## src/rtl/ow_pkg.sv

```systemverilog
// Shared constants for the single-wire master: register addresses,
// control-bit positions, timing-phase indices and the sequencer state type.
// Assumes the clock frequency is a whole number of kHz.
package ow_pkg;

    localparam int NPH      = 9;
    localparam int PH_RSTL  = 0;   // reset low time
    localparam int PH_PS    = 1;   // presence sample, counted from release
    localparam int PH_PPM   = 2;   // masking pulse start, counted from release
    localparam int PH_RSTH  = 3;   // reset high time
    localparam int PH_W1    = 4;   // write-one / read low time
    localparam int PH_SMP   = 5;   // slot sample point
    localparam int PH_W0    = 6;   // write-zero low time
    localparam int PH_SLOT  = 7;   // slot length
    localparam int PH_REC   = 8;   // recovery after slot

    localparam logic [1:0] A_CMD  = 2'd0;
    localparam logic [1:0] A_DATA = 2'd1;
    localparam logic [1:0] A_FLAG = 2'd2;
    localparam logic [1:0] A_CTRL = 2'd3;

    localparam int C_OD  = 0;
    localparam int C_BIT = 1;
    localparam int C_SUP = 2;
    localparam int C_SPU = 3;
    localparam int C_FEN = 4;
    localparam int C_PPM = 5;
    localparam int C_LL  = 6;

    typedef enum logic [2:0] {
        ST_IDLE,
        ST_RLOW,
        ST_RWAIT,
        ST_SLOT,
        ST_REC
    } seq_st_t;

    // Converts a duration in ns to whole clock cycles, rounding up.
    function automatic longint ns_to_cyc(longint hz, longint ns);
        return (hz / 64'sd1000 * ns + 64'sd999999) / 64'sd1000000;
    endfunction

endpackage

```

## src/rtl/ow_timing.sv

```systemverilog
// Holds the per-phase cycle limits for the three timing sets and selects one
// set from the overdrive and long-line control bits. Long-line only changes
// the standard set. Assumes CW is wide enough for the longest limit.
module ow_timing
    import ow_pkg::*;
#(
    parameter longint CLK_HZ = 50_000_000,
    parameter int     CW     = 16
) (
    input  logic                     od,
    input  logic                     ll,
    output logic [NPH-1:0][CW-1:0]   tvec
);

    localparam longint STD_NS [NPH] = '{480000, 70000, 5000, 480000,
                                        5000, 15000, 60000, 65000, 7000};
    localparam longint LL_NS  [NPH] = '{480000, 70000, 5000, 480000,
                                        8000, 22000, 60000, 65000, 14000};
    localparam longint OD_NS  [NPH] = '{48000, 8000, 1000, 48000,
                                        1000, 2000, 7000, 8000, 2000};

    // One selector per phase: overdrive wins, then long line, else standard.
    for (genvar i = 0; i < NPH; i++) begin : g_ph
        localparam logic [CW-1:0] CS = CW'(ns_to_cyc(CLK_HZ, STD_NS[i]));
        localparam logic [CW-1:0] CL = CW'(ns_to_cyc(CLK_HZ, LL_NS[i]));
        localparam logic [CW-1:0] CO = CW'(ns_to_cyc(CLK_HZ, OD_NS[i]));
        assign tvec[i] = od ? CO : (ll ? CL : CS);
    end

endmodule

```

## src/rtl/ow_seq.sv

```systemverilog
// Bus sequencer: runs reset/presence sequences and data slots with one
// cycle counter compared against the selected limits. Shifts LSB first,
// or moves a single bit in bit mode. Reports whether it is driving the line
// or waiting for a sample point. Assumes limits are stable while busy.
module ow_seq
    import ow_pkg::*;
#(
    parameter int CW = 16
) (
    input  logic                   clk,
    input  logic                   rst_n,
    input  logic                   start_rst,
    input  logic                   start_xfer,
    input  logic                   bit_mode,
    input  logic                   ppm_mode,
    input  logic [7:0]             tx_byte,
    input  logic [NPH-1:0][CW-1:0] tvec,
    input  logic                   dq_in,
    output logic                   busy,
    output logic                   drive,
    output logic                   waiting,
    output logic [7:0]             rx_byte,
    output logic                   xfer_done,
    output logic                   rst_done,
    output logic                   pres_bit
);

    seq_st_t        state;
    logic [CW-1:0]  cnt;
    logic [CW-1:0]  cnt_nx;
    logic [3:0]     left;
    logic           cur_bit;
    logic           mode_bit;
    logic           ppm_l;
    logic           pres_smp;
    logic [7:0]     sr;

    assign cnt_nx  = cnt + 1'b1;
    assign busy    = (state != ST_IDLE);
    assign rx_byte = sr;

    // Line drive and sample-wait windows decoded from state and counter.
    always_comb begin
        drive   = 1'b0;
        waiting = 1'b0;
        case (state)
            ST_RLOW:  drive = 1'b1;
            ST_RWAIT: begin
                drive   = ppm_l && (cnt >= tvec[PH_PPM]) && (cnt < tvec[PH_PS]);
                waiting = !drive && (cnt < tvec[PH_PS]);
            end
            ST_SLOT: begin
                drive   = cur_bit ? (cnt < tvec[PH_W1]) : (cnt < tvec[PH_W0]);
                waiting = cur_bit && (cnt >= tvec[PH_W1]) && (cnt < tvec[PH_SMP]);
            end
            default: ;
        endcase
    end

    // Phase sequencing, sampling, shifting and completion pulses.
    always_ff @(posedge clk) begin
        if (!rst_n) begin
            state     <= ST_IDLE;
            cnt       <= '0;
            left      <= '0;
            cur_bit   <= 1'b0;
            mode_bit  <= 1'b0;
            ppm_l     <= 1'b0;
            pres_smp  <= 1'b1;
            pres_bit  <= 1'b0;
            sr        <= '0;
            xfer_done <= 1'b0;
            rst_done  <= 1'b0;
        end else begin
            xfer_done <= 1'b0;
            rst_done  <= 1'b0;
            case (state)
                ST_IDLE: begin
                    cnt <= '0;
                    if (start_rst) begin
                        state <= ST_RLOW;
                        ppm_l <= ppm_mode;
                    end else if (start_xfer) begin
                        state    <= ST_SLOT;
                        sr       <= tx_byte;
                        cur_bit  <= tx_byte[0];
                        mode_bit <= bit_mode;
                        left     <= bit_mode ? 4'd1 : 4'd8;
                    end
                end
                ST_RLOW: begin
                    cnt <= cnt_nx;
                    if (cnt_nx == tvec[PH_RSTL]) begin
                        cnt   <= '0;
                        state <= ST_RWAIT;
                    end
                end
                ST_RWAIT: begin
                    cnt <= cnt_nx;
                    if (cnt_nx == tvec[PH_PS]) begin
                        pres_smp <= dq_in;
                    end
                    if (cnt_nx == tvec[PH_RSTH]) begin
                        cnt      <= '0;
                        state    <= ST_IDLE;
                        rst_done <= 1'b1;
                        pres_bit <= ppm_l ? 1'b0 : pres_smp;
                    end
                end
                ST_SLOT: begin
                    cnt <= cnt_nx;
                    if (cnt_nx == tvec[PH_SMP]) begin
                        sr <= mode_bit ? {7'b0, dq_in} : {dq_in, sr[7:1]};
                    end
                    if (cnt_nx == tvec[PH_SLOT]) begin
                        cnt   <= '0;
                        state <= ST_REC;
                        left  <= left - 1'b1;
                    end
                end
                ST_REC: begin
                    cnt <= cnt_nx;
                    if (cnt_nx == tvec[PH_REC]) begin
                        cnt <= '0;
                        if (left == 4'd0) begin
                            state     <= ST_IDLE;
                            xfer_done <= 1'b1;
                        end else begin
                            state   <= ST_SLOT;
                            cur_bit <= sr[0];
                        end
                    end
                end
                default: state <= ST_IDLE;
            endcase
        end
    end

    // a masked reset never reports an absent device.
    p_mask_present_r9: assert property (@(posedge clk) disable iff (!rst_n)
        rst_done |-> !(ppm_l && pres_bit));

    // in bit mode the first recovery is the last one.
    p_bitmode_single_r6: assert property (@(posedge clk) disable iff (!rst_n)
        (state == ST_REC && mode_bit) |-> (left == 4'd0));

    // a write-zero slot still holds the line at its sample instant.
    p_w0_holds_r4: assert property (@(posedge clk) disable iff (!rst_n)
        (state == ST_SLOT && !cur_bit && cnt_nx == tvec[PH_SMP]) |-> drive);

    // the slot counter stays inside the slot length.
    p_slot_bound_r4: assert property (@(posedge clk) disable iff (!rst_n)
        (state == ST_SLOT) |-> (cnt < tvec[PH_SLOT]));

endmodule

```

## src/rtl/ow_regs.sv

```systemverilog
// Host register file: command, data, sticky flags and control. Produces
// start pulses for the sequencer. Ignores command, data and control writes
// while the sequencer is busy. Flags are write-one-to-clear, and a set
// arriving in the same cycle wins over the clear.
module ow_regs
    import ow_pkg::*;
(
    input  logic       clk,
    input  logic       rst_n,
    input  logic       wr_en,
    input  logic [1:0] wr_addr,
    input  logic [7:0] wr_data,
    input  logic [1:0] rd_addr,
    output logic [7:0] rd_data,
    input  logic       busy,
    input  logic [7:0] rx_byte,
    input  logic       pres_bit,
    input  logic       xfer_done,
    input  logic       rst_done,
    output logic [6:0] ctrl,
    output logic       force_bit,
    output logic [7:0] tx_byte,
    output logic       start_rst,
    output logic       start_xfer,
    output logic       irq
);

    logic done_f;
    logic rdone_f;
    logic wr_ok;
    logic clr_wr;

    assign wr_ok      = wr_en && !busy;
    assign clr_wr     = wr_en && (wr_addr == A_FLAG);
    assign start_rst  = wr_ok && (wr_addr == A_CMD) && wr_data[0];
    assign start_xfer = wr_ok && (wr_addr == A_CMD) && wr_data[1] && !wr_data[0];
    assign irq        = done_f || rdone_f;

    // Configuration, data and force-level storage, written only when idle.
    always_ff @(posedge clk) begin
        if (!rst_n) begin
            ctrl      <= '0;
            tx_byte   <= '0;
            force_bit <= 1'b0;
        end else if (wr_ok) begin
            case (wr_addr)
                A_CMD:   force_bit <= wr_data[2];
                A_DATA:  tx_byte   <= wr_data;
                A_CTRL:  ctrl      <= wr_data[6:0];
                default: ;
            endcase
        end
    end

    // Sticky completion flags with write-one-to-clear.
    always_ff @(posedge clk) begin
        if (!rst_n) begin
            done_f  <= 1'b0;
            rdone_f <= 1'b0;
        end else begin
            if (xfer_done)                   done_f  <= 1'b1;
            else if (clr_wr && wr_data[0])   done_f  <= 1'b0;
            if (rst_done)                    rdone_f <= 1'b1;
            else if (clr_wr && wr_data[1])   rdone_f <= 1'b0;
        end
    end

    // Read-back multiplexer.
    always_comb begin
        case (rd_addr)
            A_CMD:   rd_data = {5'b0, force_bit, 2'b0};
            A_DATA:  rd_data = rx_byte;
            A_FLAG:  rd_data = {4'b0, busy, pres_bit, rdone_f, done_f};
            default: rd_data = {1'b0, ctrl};
        endcase
    end

    // control does not move on a write made while busy.
    p_ctrl_locked_r12: assert property (@(posedge clk) disable iff (!rst_n)
        (busy && wr_en && wr_addr == A_CTRL) |=> $stable(ctrl));

    // the data register does not move on a write made while busy.
    p_data_locked_r12: assert property (@(posedge clk) disable iff (!rst_n)
        (busy && wr_en && wr_addr == A_DATA) |=> $stable(tx_byte));

    // a done flag only falls on a host clear.
    p_done_sticky_r11: assert property (@(posedge clk) disable iff (!rst_n)
        (done_f && !(clr_wr && wr_data[0])) |=> done_f);

endmodule

```

## src/rtl/ow_master.sv

```systemverilog
// Top of the single-wire master. Ties the register file, timing selector
// and sequencer together. Produces the line enable, including the idle
// force-low level, and the active-low strong pull-up. Assumes an external
// pull-up resistor on the line and that dq_in is already synchronised.
module ow_master
    import ow_pkg::*;
#(
    parameter longint CLK_HZ = 50_000_000
) (
    input  logic       clk,
    input  logic       rst_n,
    input  logic       wr_en,
    input  logic [1:0] wr_addr,
    input  logic [7:0] wr_data,
    input  logic [1:0] rd_addr,
    output logic [7:0] rd_data,
    input  logic       dq_in,
    output logic       dq_oe,
    output logic       spu_n,
    output logic       irq
);

    localparam int CW = $clog2(ns_to_cyc(CLK_HZ, 480000) + 1);

    logic [6:0]             ctrl;
    logic                   force_bit;
    logic [7:0]             tx_byte;
    logic                   start_rst;
    logic                   start_xfer;
    logic                   busy;
    logic                   drive;
    logic                   waiting;
    logic [7:0]             rx_byte;
    logic                   xfer_done;
    logic                   rst_done;
    logic                   pres_bit;
    logic [NPH-1:0][CW-1:0] tvec;
    logic                   force_low;

    ow_regs u_regs (
        .clk        (clk),
        .rst_n      (rst_n),
        .wr_en      (wr_en),
        .wr_addr    (wr_addr),
        .wr_data    (wr_data),
        .rd_addr    (rd_addr),
        .rd_data    (rd_data),
        .busy       (busy),
        .rx_byte    (rx_byte),
        .pres_bit   (pres_bit),
        .xfer_done  (xfer_done),
        .rst_done   (rst_done),
        .ctrl       (ctrl),
        .force_bit  (force_bit),
        .tx_byte    (tx_byte),
        .start_rst  (start_rst),
        .start_xfer (start_xfer),
        .irq        (irq)
    );

    ow_timing #(.CLK_HZ(CLK_HZ), .CW(CW)) u_timing (
        .od   (ctrl[C_OD]),
        .ll   (ctrl[C_LL]),
        .tvec (tvec)
    );

    ow_seq #(.CW(CW)) u_seq (
        .clk        (clk),
        .rst_n      (rst_n),
        .start_rst  (start_rst),
        .start_xfer (start_xfer),
        .bit_mode   (ctrl[C_BIT]),
        .ppm_mode   (ctrl[C_PPM]),
        .tx_byte    (tx_byte),
        .tvec       (tvec),
        .dq_in      (dq_in),
        .busy       (busy),
        .drive      (drive),
        .waiting    (waiting),
        .rx_byte    (rx_byte),
        .xfer_done  (xfer_done),
        .rst_done   (rst_done),
        .pres_bit   (pres_bit)
    );

    // Line enable: sequencer drive, or the gated force-low level when idle.
    assign force_low = !busy && ctrl[C_FEN] && force_bit;
    assign dq_oe     = drive || force_low;

    // Strong pull-up: during a command outside drive/sample-wait windows,
    // when idle only with the supply bit, and always gated by the enable.
    always_comb begin
        if (busy) spu_n = !(ctrl[C_SPU] && !drive && !waiting);
        else      spu_n = !(ctrl[C_SPU] && ctrl[C_SUP] && !force_low);
    end

    // the strong pull-up never fights a driven-low line.
    p_spu_vs_drive_r7: assert property (@(posedge clk) disable iff (!rst_n)
        dq_oe |-> spu_n);

    // when idle, the pull-up needs its enable bit.
    p_idle_supply_r8: assert property (@(posedge clk) disable iff (!rst_n)
        (!busy && !ctrl[C_SPU]) |-> spu_n);

endmodule

```

## config.mk

```make
export PLATFORM = sky130hd
export DESIGN_NAME = ow_master
export DESIGN_NICKNAME = d
export VERILOG_FILES = /design/src/rtl/ow_pkg.sv /design/src/rtl/ow_timing.sv /design/src/rtl/ow_seq.sv /design/src/rtl/ow_regs.sv /design/src/rtl/ow_master.sv
export SDC_FILE = /design/constraint.sdc
export NUM_CORES = 1
export LEC_CHECK = 0
export CAP_MARGIN = 40
export CORE_UTILIZATION = 30
export CTS_CLUSTER_DIAMETER = 60
export DETAILED_ROUTE_END_ITERATION = 10
export GPL_TIMING_DRIVEN = 0
export PLACE_DENSITY = 0.45
export SYNTH_ARGS = -nofsm -noshare
export SYNTH_HDL_FRONTEND = slang
export SYNTH_SLANG_ARGS = --single-unit
```

## constraint.sdc

```tcl
create_clock -name clk -period 4.95 [get_ports clk]
set_clock_uncertainty 0.05 [all_clocks]
set_input_delay 1.2375 -clock clk [delete_from_list [all_inputs] [get_ports clk]]
set_output_delay 1.2375 -clock clk [all_outputs]
set_load 0.05 [all_outputs]
```

==> impl_metrics.csv <==
group,metric,value,unit
yosys,synth_top_area_cell,"dfxtp_1",
drt,route.met3.wl,820,microns
layout,fin_cells,768,
cts,cts_root_buf,"clkbuf_16",
sta,final-setup-viol-count,0,
worst_setup_path,slowest_delay,490,ps
floorplan,die_h,122,microns
placement,dpl_cell_area,4800,sq um
sta,fin_crit_sh,97.4,%
sta,period_minus_slack,4820,ps
yosys,synth_ff_type,"dfxtp_1",
grt,grt_max_degree,19,
drt,top_layer_used,"met4",
worst_setup_path,cp_cell_sequence,"buf_2 -> clkinv_2 -> ha_1 -> o21ai_0 -> nand2b_1 -> a211oi_1 -> o21ai_0 -> a31oi_1 -> a31oi_1 -> o21bai_1 -> clkdlybuf4s15_2",
yosys,synth_area,4350,sq um
yosys,synth_top_cell_area_share,25.3,%
cts,htreeDepth,2,
drt,detail-route-antenna-nets,0,
power,finalPower,1.38,mW
floorplan,top_level_ports,27,
cts,clkLatencyLatePin,320,ps
yosys,yosysWarnings,0,
placement,dp_hpwl,12000,microns
power,internal-power,0.847,mW
grt,grt_pass1_vias,4265,
power,power.density,278,nW/um^2
sta,slew_headroom,46.2,%
sta,fmax,207,MHz
floorplan,die_x,122,microns
worst_setup_path,r2r-start,"u_seq.cnt[1]$_SDFFE_PN0P_",
power,power_frac_comb,34.1,%
worst_setup_path,crit_start,"u_regs.ctrl[0]$_SDFFE_PN0P_",
worst_setup_path,crit_type,"flip-flop to output pin",
drt,met2RoutedLength,7590,microns
placement,pre_cts_ws,-150,ps
worst_setup_path,cp_top_family,"compound AO/OA/AOI/OAI gates",
layout,mostFrequentLayoutCells,"nor2_1, dfxtp_1, nand2_1",
worst_setup_path,crit_buf_inv,3,
yosys,netlist_instances,557,
sta,drv_slew,0,
layout,final_cell_area,4950,sq um
grt,overflow,0,
drt,wl_met1,7360,microns
floorplan,core.rowCount,43,
drt,drc,0,
power,p_sw,0.530,mW
layout,drive_gt1_share,9.18,%
power,ir_drop,0.000201,V
worst_setup_path,required,3660,ps
layout,nets,626,
drt,vias,4419,
cts,cts_hold_buf,0,
worst_setup_path,critPathLaunchType,"flip-flop",
drt,wire_per_inst,20.9,microns
placement,dp_cells,760,
grt,antenna_found_initial,0,
sta,fin_setup_tns,0,ps
placement,gp_congestion,0.922,
worst_setup_path,end_kind,"output pin",
cts,path_clk_slew,90,ps
worst_setup_path,crit_arrival,3530,ps
power,swShare,38.5,%
sta,tightest_slew,800,ps
drt,drtIter0Drc,395,
layout,diodes,0,
layout,final_common_cell,"nor2_1",
layout,finalCoreUtilization,35.4,%
cts,cts_buffer_depth,2,
cts,cts_sinks,55,
placement,numPortBuffers,23,
outcome,status,"finished clean",
power,power_frac_clock,28.6,%
sta,setup_slack,128,ps
yosys,synth.distinct_cells,82,
layout,syn_to_final_growth,14.0,%
worst_setup_path,r2r_setup_slack,920,ps
grt,grt_util_all_layers,22.4,%
power,pwr-share-seq,37.2,%
job,maxCapViolations,0,
drt,first_pass_iters,4,
grt,grt_pass1_wl,25000,microns
layout,fillers,1518,
yosys,syn_nets,596,
yosys,ys_ff_latch,55,
yosys,synth_area_leaders,"dfxtp_1, ha_1, a21oi_1",
drt,vias_per_cell,5.75,
cts,cts_buffers,5,
sta,hold_viol,0,
drt,drt_wl_total,16000,microns
sta,fin_hold_ws,403,ps
yosys,async_flop_share,0,%
worst_hold_path,hp-class,"flip-flop to flip-flop",
sta,rsz0062_at_grt,"false",
floorplan,coreArea,14000,sq um
yosys,synth_edf_count,0,
worst_setup_path,worstPathMaxFanout,11,
power,p_leak,1.86,nW
floorplan,start_util,31.1,%
cts,cts_tree,"yes",
floorplan,die_area,15000,sq um
worst_setup_path,slowest_stage,"dfxtp_2",
worst_hold_path,min_from,"u_seq.rst_done$_SDFF_PN0_",
yosys,avgSynthCellArea,7.80,sq um
yosys,ys_seq_area_share,25.3,%
state kept, by name, indices dropped and copies added, names as in the netlist, 3 cells and up:
register / cells
u_seq.cnt: 15
u_seq.rx_byte: 8
u_seq.state: 3
u_seq.left: 4
u_regs.tx_byte: 8
u_regs.ctrl: 7
logic make-up after synthesis:
family	after synthesis	synth area share [%]
adder cells (fa/ha/maj)	24	6.85
multiplexers	26	6.36
AO/OA/AOI/OAI	152	24.8
AND/OR/NAND/NOR	228	28.1
XOR/XNOR	13	2.62
buffers and inverters	59	6.02
flip-flops	55	25.3
layout make-up:
type,instances,area [sq um],area share (%)
repair buffers,23,233,4.70
clock buffers,5,125,2.53
clock inverters,3,22.5,0.455
plain buffers,44,205,4.14
inverters,15,57.6,1.16
well taps,180,225,4.55
flip-flops and latches,55,1100,22.2
multi-input cells,443,2980,60.2
path summary, 6_finish.rpt:
kind                                  to  cells after the start
max                                dq_oe                     11
min          u_regs.rdone_f$_SDFFE_PN0P_                      2
max reg2reg    u_seq.cnt[8]$_SDFFE_PN0P_                     10
min reg2reg  u_regs.rdone_f$_SDFFE_PN0P_                      2
per-layer routing:
layer  global-route usage [%]  up-vias
met5                        0        -
met4                     6.02        0
met3                     4.14       18
met2                     37.0      138
met1                     29.8     2126
li1                         -     2137
what timing repair did:
action                     CTS  global route
resized for setup            7             1
setup endpoints to repair    2             2
pin swaps                    0             0
setup buffers                0             0
Yosys cell counts, types with 4 or more instances:
cell,number
a311oi_1,4
a211oi_1,17
nand4_1,6
nand3_1,23
nand2_1,45
o21ai_0,22
xnor2_1,8
nand2b_1,4
nor3_1,21
nor4_1,7
nand4b_1,5
nor2b_1,9
a21oi_1,44
inv_1,14
xor2_1,5
clkbuf_1,24
nor2_1,58
buf_2,10
mux2i_1,22
ha_1,23
nor3b_1,10
a31oi_1,8
buf_4,5
dfxtp_1,55
or2_2,4
and3_1,4
o22ai_1,4
or3_1,6
power by group through the flow:
stage / logic [mW] / clock network, mW / registers, mW
floorplan: 0.341 / 0 / 0.509
global placement: 0.465 / 0 / 0.522
CTS: 0.470 / 0.399 / 0.512
global route: 0.512 / 0.415 / 0.517
detailed placement: 0.469 / 0 / 0.523
finish: 0.470 / 0.394 / 0.512
worst reg2reg max path: cells and delay by family (launching register included):
family                    cells  cell delay [ps]
xor gates and xnor gates      1              140
AOI/OAI and AO/OA             2              310
buffers and inverters         2              520
and+or+nand+nor               5             2470
DFF                           1              390
No activity file was read; power rests on OpenSTA's default activity.
